**config.mk**
```make
export PLATFORM = sky130hd
export DESIGN_NAME = miss_entry_pool
export DESIGN_NICKNAME = d
export VERILOG_FILES = /design/src/rtl/mshr_pkg.sv /design/src/rtl/hold_arb.sv /design/src/rtl/mshr_slot.sv /design/src/rtl/miss_entry_pool.sv
export SDC_FILE = /design/constraint.sdc
export NUM_CORES = 2
export LEC_CHECK = 0
export BUFFER_PORTS_ARGS = -buffer_cell sky130_fd_sc_hd__buf_4
export CAP_MARGIN = 20
export CORE_AREA = 10 10 494 496
export CTS_CLUSTER_DIAMETER = 80
export DETAILED_ROUTE_END_ITERATION = 10
export DIE_AREA = 0 0 504 506
export PLACE_DENSITY = 0.44
export SETUP_SLACK_MARGIN = 0.1
export SYNTH_ARGS = -nofsm -noshare
export SYNTH_HDL_FRONTEND = slang
export SYNTH_SLANG_ARGS = --single-unit
```
**constraint.sdc**
```tcl
create_clock -name clk -period 2.8 [get_ports clk]
set_input_delay 0.28 -clock clk [delete_from_list [all_inputs] [get_ports clk]]
set_output_delay 0.28 -clock clk [all_outputs]
set_load 0.1 [all_outputs]
```
**src/rtl/mshr_pkg.sv**
```systemverilog
package mshr_pkg;
   typedef enum logic [2:0] {
      ST_IDLE,
      ST_ACQ,
      ST_WAIT_HINT,
      ST_REFILL_REQ,
      ST_REFILL_DONE
   } mshr_state_e;
endpackage

```
**src/rtl/hold_arb.sv**
```systemverilog
module hold_arb #(
   parameter int N     = 4,
   localparam int IW   = (N > 1) ? $clog2(N) : 1
) (
   input  logic          clk,
   input  logic          rst_n,
   input  logic [N-1:0]  req_i,
   input  logic          ready_i,
   output logic          valid_o,
   output logic [IW-1:0] idx_o
);
   logic          lock_q;
   logic [IW-1:0] lock_idx_q;
   logic [IW-1:0] pick;

   always_comb begin
      pick = '0;
      for (int i = N - 1; i >= 0; i--)
         if (req_i[i]) pick = IW'(i);
   end

   assign valid_o = |req_i;
   assign idx_o   = lock_q ? lock_idx_q : pick;

   always_ff @(posedge clk) begin
      if (!rst_n) begin
         lock_q     <= 1'b0;
         lock_idx_q <= '0;
      end else begin
         lock_q     <= valid_o && !ready_i;
         lock_idx_q <= idx_o;
      end
   end


   grant_hold_chk: assert property (@(posedge clk) disable iff (!rst_n)
      (valid_o && !ready_i) |=> (valid_o && idx_o == $past(idx_o)));
endmodule

```
**src/rtl/mshr_slot.sv**
```systemverilog
module mshr_slot
   import mshr_pkg::*;
#(
   parameter int ADDR_W = 34
) (
   input  logic              clk,
   input  logic              rst_n,
   input  logic              alloc_i,
   input  logic              merge_i,
   input  logic              is_store_i,
   input  logic [ADDR_W-1:0] req_addr_i,
   input  logic              acq_acc_i,
   input  logic              hint_i,
   input  logic              rf_acc_i,
   input  logic              done_i,
   input  logic              done_dirty_i,
   input  logic [ADDR_W-1:0] done_vaddr_i,
   input  logic              wb_acc_i,
   output mshr_state_e       state_o,
   output logic [ADDR_W-1:0] addr_o,
   output logic              has_load_o,
   output logic              has_store_o,
   output logic              wb_pend_o,
   output logic [ADDR_W-1:0] vaddr_o
);
   mshr_state_e state_q;

   always_ff @(posedge clk) begin
      if (!rst_n) begin
         state_q     <= ST_IDLE;
         addr_o      <= '0;
         has_load_o  <= 1'b0;
         has_store_o <= 1'b0;
         wb_pend_o   <= 1'b0;
         vaddr_o     <= '0;
      end else begin
         unique case (state_q)
            ST_IDLE: if (alloc_i) begin
               state_q     <= ST_ACQ;
               addr_o      <= req_addr_i;
               has_load_o  <= !is_store_i;
               has_store_o <= is_store_i;
            end
            ST_ACQ:        if (acq_acc_i) state_q <= ST_WAIT_HINT;
            ST_WAIT_HINT:  if (hint_i)    state_q <= ST_REFILL_REQ;
            ST_REFILL_REQ: if (rf_acc_i)  state_q <= ST_REFILL_DONE;
            ST_REFILL_DONE: begin
               if (wb_pend_o) begin
                  if (wb_acc_i) begin
                     wb_pend_o <= 1'b0;
                     state_q   <= ST_IDLE;
                  end
               end else if (done_i) begin
                  if (done_dirty_i) begin
                     wb_pend_o <= 1'b1;
                     vaddr_o   <= done_vaddr_i;
                  end else begin
                     state_q <= ST_IDLE;
                  end
               end
            end
            default: state_q <= ST_IDLE;
         endcase
         if (merge_i) begin
            if (is_store_i) has_store_o <= 1'b1;
            else            has_load_o  <= 1'b1;
         end
      end
   end

   assign state_o = state_q;


   alloc_idle_chk: assert property (@(posedge clk) disable iff (!rst_n)
      alloc_i |-> state_q == ST_IDLE);

   hint_gate_chk: assert property (@(posedge clk) disable iff (!rst_n)
      (state_q == ST_WAIT_HINT && !hint_i) |=> state_q == ST_WAIT_HINT);
endmodule

```
**src/rtl/miss_entry_pool.sv**
```systemverilog
module miss_entry_pool
   import mshr_pkg::*;
#(
   parameter int N_ENTRY = 4,
   parameter int ADDR_W  = 34,
   parameter int LINE_W  = 512,
   localparam int IDX_W  = (N_ENTRY > 1) ? $clog2(N_ENTRY) : 1
) (
   input  logic              clk,
   input  logic              rst_n,
   input  logic              req_valid,
   input  logic              req_is_store,
   input  logic [ADDR_W-1:0] req_addr,
   output logic              req_replay,
   output logic              req_merged,
   output logic [IDX_W-1:0]  req_slot,
   output logic              acq_valid,
   input  logic              acq_ready,
   output logic [ADDR_W-1:0] acq_addr,
   output logic [IDX_W-1:0]  acq_slot,
   input  logic              hint_valid,
   input  logic [IDX_W-1:0]  hint_slot,
   output logic              rf_valid,
   input  logic              rf_ready,
   output logic [ADDR_W-1:0] rf_addr,
   output logic [IDX_W-1:0]  rf_slot,
   input  logic              rd_valid,
   input  logic [IDX_W-1:0]  rd_slot,
   input  logic              rd_victim_dirty,
   input  logic [ADDR_W-1:0] rd_victim_addr,
   input  logic [LINE_W-1:0] rd_data,
   output logic              ld_resp_valid,
   output logic [ADDR_W-1:0] ld_resp_addr,
   output logic [LINE_W-1:0] ld_resp_data,
   output logic              st_ack_valid,
   output logic [ADDR_W-1:0] st_ack_addr,
   output logic              wb_valid,
   input  logic              wb_ready,
   output logic [ADDR_W-1:0] wb_addr
);
   if (N_ENTRY < 2 || N_ENTRY > 16) begin : g_bad_entries
      $error("miss_entry_pool: N_ENTRY must lie in 2..16");
   end
   if (ADDR_W < 1 || LINE_W < 8) begin : g_bad_widths
      $error("miss_entry_pool: address or line width too small");
   end

   mshr_state_e       st       [N_ENTRY];
   logic [ADDR_W-1:0] s_addr   [N_ENTRY];
   logic [ADDR_W-1:0] s_vaddr  [N_ENTRY];
   logic [N_ENTRY-1:0] s_load, s_store, s_wbp;
   logic [N_ENTRY-1:0] free_v, match_v, mhit_v, acq_req, rf_req;
   logic [N_ENTRY-1:0] alloc_v, merge_v;
   logic [IDX_W-1:0]  free_idx, mhit_idx;
   logic [IDX_W-1:0]  wb_idx;
   logic              do_merge, do_alloc;

   // lookup: which entries match, which are free
   always_comb begin
      for (int i = 0; i < N_ENTRY; i++) begin
         free_v[i]  = (st[i] == ST_IDLE);
         match_v[i] = !free_v[i] && (s_addr[i] == req_addr);
         mhit_v[i]  = match_v[i] && (st[i] != ST_REFILL_DONE);
         acq_req[i] = (st[i] == ST_ACQ);
         rf_req[i]  = (st[i] == ST_REFILL_REQ);
      end
      free_idx = '0;
      mhit_idx = '0;
      for (int i = N_ENTRY - 1; i >= 0; i--) begin
         if (free_v[i]) free_idx = IDX_W'(i);
         if (mhit_v[i]) mhit_idx = IDX_W'(i);
      end
   end

   assign do_merge   = req_valid && (|mhit_v);
   assign do_alloc   = req_valid && !(|match_v) && (|free_v);
   assign req_merged = do_merge;
   assign req_replay = req_valid && !do_merge && !do_alloc;
   assign req_slot   = do_merge ? mhit_idx : free_idx;

   always_comb begin
      for (int i = 0; i < N_ENTRY; i++) begin
         alloc_v[i] = do_alloc && (free_idx == IDX_W'(i));
         merge_v[i] = do_merge && (mhit_idx == IDX_W'(i));
      end
   end

   hold_arb #(.N(N_ENTRY)) u_acq_arb (
      .clk(clk), .rst_n(rst_n), .req_i(acq_req), .ready_i(acq_ready),
      .valid_o(acq_valid), .idx_o(acq_slot));
   hold_arb #(.N(N_ENTRY)) u_rf_arb (
      .clk(clk), .rst_n(rst_n), .req_i(rf_req), .ready_i(rf_ready),
      .valid_o(rf_valid), .idx_o(rf_slot));
   hold_arb #(.N(N_ENTRY)) u_wb_arb (
      .clk(clk), .rst_n(rst_n), .req_i(s_wbp), .ready_i(wb_ready),
      .valid_o(wb_valid), .idx_o(wb_idx));

   assign acq_addr = s_addr[acq_slot];
   assign rf_addr  = s_addr[rf_slot];
   assign wb_addr  = s_vaddr[wb_idx];

   for (genvar g = 0; g < N_ENTRY; g++) begin : g_slot
      mshr_slot #(.ADDR_W(ADDR_W)) u_slot (
         .clk          (clk),
         .rst_n        (rst_n),
         .alloc_i      (alloc_v[g]),
         .merge_i      (merge_v[g]),
         .is_store_i   (req_is_store),
         .req_addr_i   (req_addr),
         .acq_acc_i    (acq_valid && acq_ready && acq_slot == IDX_W'(g)),
         .hint_i       (hint_valid && hint_slot == IDX_W'(g)),
         .rf_acc_i     (rf_valid && rf_ready && rf_slot == IDX_W'(g)),
         .done_i       (rd_valid && rd_slot == IDX_W'(g)),
         .done_dirty_i (rd_victim_dirty),
         .done_vaddr_i (rd_victim_addr),
         .wb_acc_i     (wb_valid && wb_ready && wb_idx == IDX_W'(g)),
         .state_o      (st[g]),
         .addr_o       (s_addr[g]),
         .has_load_o   (s_load[g]),
         .has_store_o  (s_store[g]),
         .wb_pend_o    (s_wbp[g]),
         .vaddr_o      (s_vaddr[g])
      );
   end

   // completion responses, one cycle after rd_valid
   logic rd_live;
   assign rd_live = rd_valid && (st[rd_slot] == ST_REFILL_DONE) && !s_wbp[rd_slot];

   always_ff @(posedge clk) begin
      if (!rst_n) begin
         ld_resp_valid <= 1'b0;
         st_ack_valid  <= 1'b0;
         ld_resp_addr  <= '0;
         ld_resp_data  <= '0;
         st_ack_addr   <= '0;
      end else begin
         ld_resp_valid <= rd_live && s_load[rd_slot];
         st_ack_valid  <= rd_live && s_store[rd_slot];
         if (rd_live) begin
            ld_resp_addr <= s_addr[rd_slot];
            ld_resp_data <= rd_data;
            st_ack_addr  <= s_addr[rd_slot];
         end
      end
   end


   acq_addr_hold_chk: assert property (@(posedge clk) disable iff (!rst_n)
      (acq_valid && !acq_ready) |=> $stable(acq_addr));

   rf_addr_hold_chk: assert property (@(posedge clk) disable iff (!rst_n)
      (rf_valid && !rf_ready) |=> $stable(rf_addr));

   resp_after_done_chk: assert property (@(posedge clk) disable iff (!rst_n)
      (ld_resp_valid || st_ack_valid) |-> $past(rd_valid));

   outcome_excl_chk: assert property (@(posedge clk) disable iff (!rst_n)
      $countones({req_replay, req_merged, do_alloc}) == (req_valid ? 1 : 0));

   for (genvar a = 0; a < N_ENTRY; a++) begin : g_uniq_a
      for (genvar b = a + 1; b < N_ENTRY; b++) begin : g_uniq_b

         uniq_addr_chk: assert property (@(posedge clk) disable iff (!rst_n)
            !(st[a] != ST_IDLE && st[b] != ST_IDLE && s_addr[a] == s_addr[b]));
      end
   end
endmodule

```
# After elaboration in Yosys (flattened, before gate mapping)
# Cells that the tools add are included.
[word_totals]
register_bits = 853
inputBits = 594
output_inout_bits = 695
elab_cells = 336
[classes]
magnitude_cmp = 5
n_eq_ne = 74
n_mux = 123
bitwise_logic = 8
reduce_logical = 92
[ops]
columns = ["op", "n"]
rows = [
  ["34-bit binary-select mux with 2-bit select", 4],
  ["34-bit 2-to-1 mux", 8],
  ["34-bit == test", 4],
  ["3-bit 2-to-1 mux", 31],
  ["3-bit case mux with 5 select lines", 4],
  ["1-bit logical AND", 51],
  ["1-bit 2-to-1 mux", 48],
  ["2-bit 2-to-1 mux", 24],
  ["2-bit by 1-bit != test with 1-bit output, second input constant", 16],
  ["2-bit == test, second input constant", 14],
  ["7-bit AND reduction", 4],
  ["3-bit by 2-bit == test with 1-bit output, second input constant", 8],
  ["3-bit by 2-bit != test with 1-bit output, second input constant", 8],
  ["4-bit OR reduction", 6],
  ["4-bit AND reduction", 4],
  ["3-bit == test, second input constant", 5],
  ["2-bit by 1-bit == test with 1-bit output, second input constant", 7],
  ["2-bit zero test", 7],
  ["3-bit by 1-bit == test with 1-bit output, second input constant", 4],
  ["3-bit greater-or-equal comparator, second input constant", 4],
  ["1-bit zero test", 12],
  ["3-bit zero test", 4],
  ["3-bit by 1-bit != test with 1-bit output, second input constant", 4],
  ["3-bit != test, second input constant", 4],
  ["other kinds (6)", 17],
]

# Longest topological paths before layout
[depth]
word_depth = 12
ltp_mapped = 12
ltp_nobuf = 9

# Modules after synthesis
# From an unflattened synthesis, not the netlist that was laid out.
[unflattened]
hier_cells = 4259
area_unflattened_um2 = 38101.5
[by_module_without_submodules]
columns = ["module", "n_inst", "cells_each", "area_per_inst_um2", "seq_area_each_um2"]
rows = [
  ["miss_entry_pool", 1, 2848, 25558.3, 10970.5],
  ["mshr_slot", 4, 340, 3020.4, 1481.4],
  ["hold_arb", 3, 17, 153.9, 60.1],
]

# Worst setup path after synthesis
# Ideal clock, no wire load.
[synth_path]
path_kind = "input-to-output"
start = "in req_addr[29]"
end = "out req_replay"
arrival_ps = 4582
required_ps = 2520
slack_ps = -2062
stages = 9
n_path_buf = 2
cell_sequence = "clkbuf_1 > xnor2_1 > nand4_1 > nor4_1 > nand4_1 > and3_1 > clkbuf_1 > and3_1 > nor4_1"
[synth_between]
elab_chain_cells = 8
elab_cells_between_ends = 22
cone_classes = "4 x eq/ne; 18 x reduce/logical"
[synth_rtl]
columns = ["item", "line_no", "source"]
rows = [
  ["from (decl)", "miss_entry_pool.sv:13", "input logic [ADDR_W-1:0] req_addr,"],
  ["34-bit == test", "miss_entry_pool.sv:62", "match_v[i] = !free_v[i] && (s_addr[i] == req_addr);"],
  ["1-bit logical AND", "miss_entry_pool.sv:62", ""],
  ["1-bit logical AND or 4-bit OR reduction (tied branches)", "miss_entry_pool.sv:63, miss_entry_pool.sv:76", ""],
  ["4-bit OR reduction or 1-bit zero test (tied branches)", "miss_entry_pool.sv:75, miss_entry_pool.sv:76", ""],
  ["1-bit logical AND, on equally long branches", "miss_entry_pool.sv:75, miss_entry_pool.sv:76", ""],
  ["1-bit zero test or 1-bit logical AND (tied branches)", "miss_entry_pool.sv:78, miss_entry_pool.sv:76", ""],
  ["1-bit logical AND or 1-bit zero test (tied branches)", "miss_entry_pool.sv:78", "assign req_replay = req_valid && !do_merge && !do_alloc;"],
  ["1-bit logical AND *", "miss_entry_pool.sv:78", ""],
  ["to (decl)", "miss_entry_pool.sv:14", "output logic req_replay,"],
]
# Every way passes the cells marked *; elsewhere a longest branch is shown, timed or not.

# Worst setup path in the final report
[layout_path]
start = "reg g_slot[2].u_slot.addr_o[26]"
end = "out req_replay"
[layout_between]
elab_chain_cells = 8
elab_cells_between_ends = 13
cone_classes = "1 x eq/ne; 12 x reduce/logical"
[layout_rtl]
columns = ["item", "line_no", "source"]
rows = [
  ["from (decl)", "mshr_slot.sv:20", "output logic [ADDR_W-1:0] addr_o,"],
  ["from (signal assigned)", "mshr_slot.sv:40", "addr_o <= req_addr_i;"],
  ["34-bit == test *", "miss_entry_pool.sv:62", ""],
  ["1-bit logical AND *", "miss_entry_pool.sv:62", ""],
  ["1-bit logical AND or 4-bit OR reduction (tied branches)", "miss_entry_pool.sv:63, miss_entry_pool.sv:76", ""],
  ["4-bit OR reduction or 1-bit zero test (tied branches)", "miss_entry_pool.sv:75, miss_entry_pool.sv:76", ""],
  ["1-bit logical AND, on equally long branches", "miss_entry_pool.sv:75, miss_entry_pool.sv:76", ""],
  ["1-bit zero test or 1-bit logical AND (tied branches)", "miss_entry_pool.sv:78, miss_entry_pool.sv:76", ""],
  ["1-bit logical AND or 1-bit zero test (tied branches)", "miss_entry_pool.sv:78", ""],
  ["1-bit logical AND *", "miss_entry_pool.sv:78", ""],
]
# Marked as above.

==> results by group <==
Outcome
  – Outcome: finished with violations
  – Failing checks: negative setup slack

CTS
  – Maximum clock insertion buffer count: 3
  – CTS tree: yes
  – Clk sinks: around 850
  – Clk Latency, worst-skew pair: about 0.8 ns
  – Clock Tree Root: clkbuf_16
  – Cts bufs inserted: around 110
  – H-tree Lvls: 3
  – Clock slew at the register clock pins of the worst setup and hold paths: approximately 0.060 ns

Detailed routing
  – DRT Pass-1 Iters: 6
  – DRC: 0
  – ANT nets after route: 0
  – Vias: ~43,000
  – Wirelength per Cell: 25.9 um
  – Initial DRC Count: around 3,400
  – Vias/cell: roughly 4.3
  – WL final: about 260,000 um

Layout
  – Area grow syn2layout: 94.3%
  – Layout cell share with drive strength beyond 1: a little under two fifths
  – Most frequent cells in the layout: nand2_1 (1,531), buf_4 (1,531), dfxtp_1 (832)
  – FILL cells: around 25,000
  – Area of the multi-input gates: slightly below 20,000 um2
  – Core Util, Final: 29.6%
  – Post-Layout Inst Area: about 69,000 um2
  – Fin nets: 7,292
  – Register area: about 17,000 um2

Timing
  – Tcrit/Tclk final: 129%
  – Fin worst setup slack: -0.816 ns
  – Relative slew slack: between 50% and 60%
  – Achievable Freq: between 200 and 300 MHz
  – RSZ-0062 raised after global routing: true
  – Final Setup Violations: 766
  – Slew Limit Fails: 0
  – Clk_skew: between 0.08 and 0.09 ns
  – Final Hold Fails: 0
  – Final critical-path required period: between 3 and 4 ns
  – Worst slew pin tran: around 0.7 ns

Flow run
  – Max Cap Violations: 0

Synthesis
  – Number of synthesized flops with an enable pin: 0
  – Syn Inst Count: about 4,500
  – Top_reg_cell synth: dfxtp_1
  – Post-Syn Nets: about 5,000
  – Asr flop ratio synth: 0%
  – Mean post-synth cell area: 7.97 um2
  – Cell Area, Synth: around 36,000 um2
  – Register area share after synthesis: 47.9%
  – Synth cell types: 57
  – Post-synthesis register bit count: 853
  – Ys Warns: 0

Setup path
  – CP Max Fanout: 3
  – Worst EP required: approximately 2.5 ns
  – Setup Crit Path Kind: reg2out
  – Worst setup path start: g_slot[2].u_slot.addr_o[26]
  – Worst setup EP type: output port
  – Critical Path AT: 3.34 ns
  – Critical Path Start Type: flip-flop
  – RR Startpoint: g_slot[2].u_slot.addr_o[27]

Global route
  – Vias in the first global route: around 43,000
  – Largest net degree at the start of global routing: 126
  – GRT Residual Overflow: 0
  – Initial antenna violation count: 68
  – Total Routing Usage GR: 18.4%
  – Wire length of the first global-routing pass: about 340,000 um

Floorplanning
  – Total die area: approximately 260,000 um2
  – Top-Level Pins: 1,289
  – Vert. Die Dim: ~510 um
  – CORE AREA: roughly 230,000 um2
  – Rows: between 150 and 200
  – Starting Density: 15.2%
  – Chip width: around 500 um

Worst hold path
  – Type of the worst min-delay path: in2reg
  – Hold Path Origin: rd_slot[0]

Placed design
  – GPL Wtd Cong: around 0.94
  – I/O Buffers: 1,288
  – Hpwl dp: around 190,000 um
  – Dpl cell area: 52,500 um2
  – Setup WS pre-CTS: -0.680 ns

Pwr
  – Leak Pwr: around 29 nW
  – Largest vdd supply drop: 1.13 mV
  – Power per standard cell area: between 600 and 700 nW/um2
through the flow:
| stage | std cells | power [W] | TNS (ns) | hold WS, ns |
|---|---|---|---|---|
| after CTS | 9850 | 0.0470 | -69.00 | 0.0472 |
| after floorplan | 4474 | 0.0233 | -0.215 | 0.356 |
| after detailed placement | 8912 | 0.0285 | -61.06 | 0.444 |
| after global placement | 8912 | 0.0285 | -54.26 | 0.439 |
| after global routing | 9965 | 0.0491 | -189.62 | 0.113 |
| final | 9975 | 0.0476 | -122.54 | 0.138 |
registers in the layout, indices dropped and copies added, names as in the netlist, 2 cells and up:
register / flops
g_slot.u_slot.addr_o: 136
g_slot.u_slot.has_load_o: 4
g_slot.u_slot.has_store_o: 4
g_slot.u_slot.state_o: 12
g_slot.u_slot.vaddr_o: 136
g_slot.u_slot.wb_pend_o: 4
ld_resp_data: 512
st_ack_addr: 34
u_acq_arb.lock_idx_q: 2
u_rf_arb.lock_idx_q: 2
u_wb_arb.lock_idx_q: 2
what timing repair did:
action,4_1_cts,5_1_grt
gates cloned,47,41
hold endpoints to repair,806,0
pin swaps,165,98
setup endpoints to repair,601,796
setup buffers,104,55
hold buffers,589,0
resized for setup,676,234
logic make-up after synthesis:
logic type / synth area share [%]
simple gates: 23.0
flops: 47.9
compound gates: 12.3
buf+inv: 5.22
mux: 8.30
xor+xnor: 3.34
report_power, final:
group / internal [W] / switching, W / total, W
clock: 0.00818 / 0.00611 / 0.0143
sequential: 0.0128 / 0.000580 / 0.0133
combinational: 0.00783 / 0.0122 / 0.0200
total: 0.0288 / 0.0189 / 0.0476
routing by layer:
layer  global-route usage [%]  share of wire [%]
met5                        0              0.065
met2                     31.6                 48
met4                     5.35                3.3
met1                     21.9                 40
met3                     5.96                8.5
path summary, 6_finish.rpt:
kind                                                     end  slack (ns)  cells after the start
worst max-delay path                              req_replay       -0.82                     11
worst min register to register  g_slot[2].u_slot.vaddr_o[18]        0.45                      2
worst min-delay path              g_slot[3].u_slot.wb_pend_o        0.14                      4
worst max register to register    g_slot[2].u_slot.addr_o[4]       -0.23                     13
critical path: stages (launching register included):
cell and delay (ns):
dfxtp_1 0.38, xor2_1 0.45, nor4_2 0.12, nand4_1 0.13, nor4_2 0.06, buf_4 0.17, and2_4 0.15, or2_4 0.27
buf_4 0.15, nor4_4 0.34, buf_4 0.19, buf_12 0.17
cells in the mapped netlist (6+ instances only):
library cell / instances / area share [%]
clkbuf_1: 248 / 2.6
o21a_1: 6 / 0.13
nor4_1: 30 / 0.53
inv_1: 8 / 0.084
and3_1: 77 / 1.4
mux2i_1: 138 / 3.9
buf_4: 44 / 0.93
nor3_1: 14 / 0.20
a32o_1: 6 / 0.17
nor2_1: 176 / 1.9
nand4_1: 24 / 0.42
dfxtp_1: 853 / 48
a21oi_1: 695 / 9.8
xnor2_1: 46 / 1.1
nand3_1: 20 / 0.28
o21ai_0: 11 / 0.15
nand2_1: 1664 / 18
a31oi_1: 76 / 1.3
buf_2: 96 / 1.3
mux4_2: 70 / 4.4
xor2_1: 90 / 2.2
final cells by class:
cell class | instances | share of cell area, %
clock buffers | 162 | 4.77
repair inverters | 1 | 0.0126
clock inverters | 40 | 0.466
diodes | 38 | 0.137
inverters | 13 | 0.112
multi-input cells | 3211 | 28.0
repair buffers | 2507 | 36.1
flip-flops and latches | 853 | 24.7
well taps | 3150 | 5.69
Note: power is estimated with default switching activity, not from simulation.
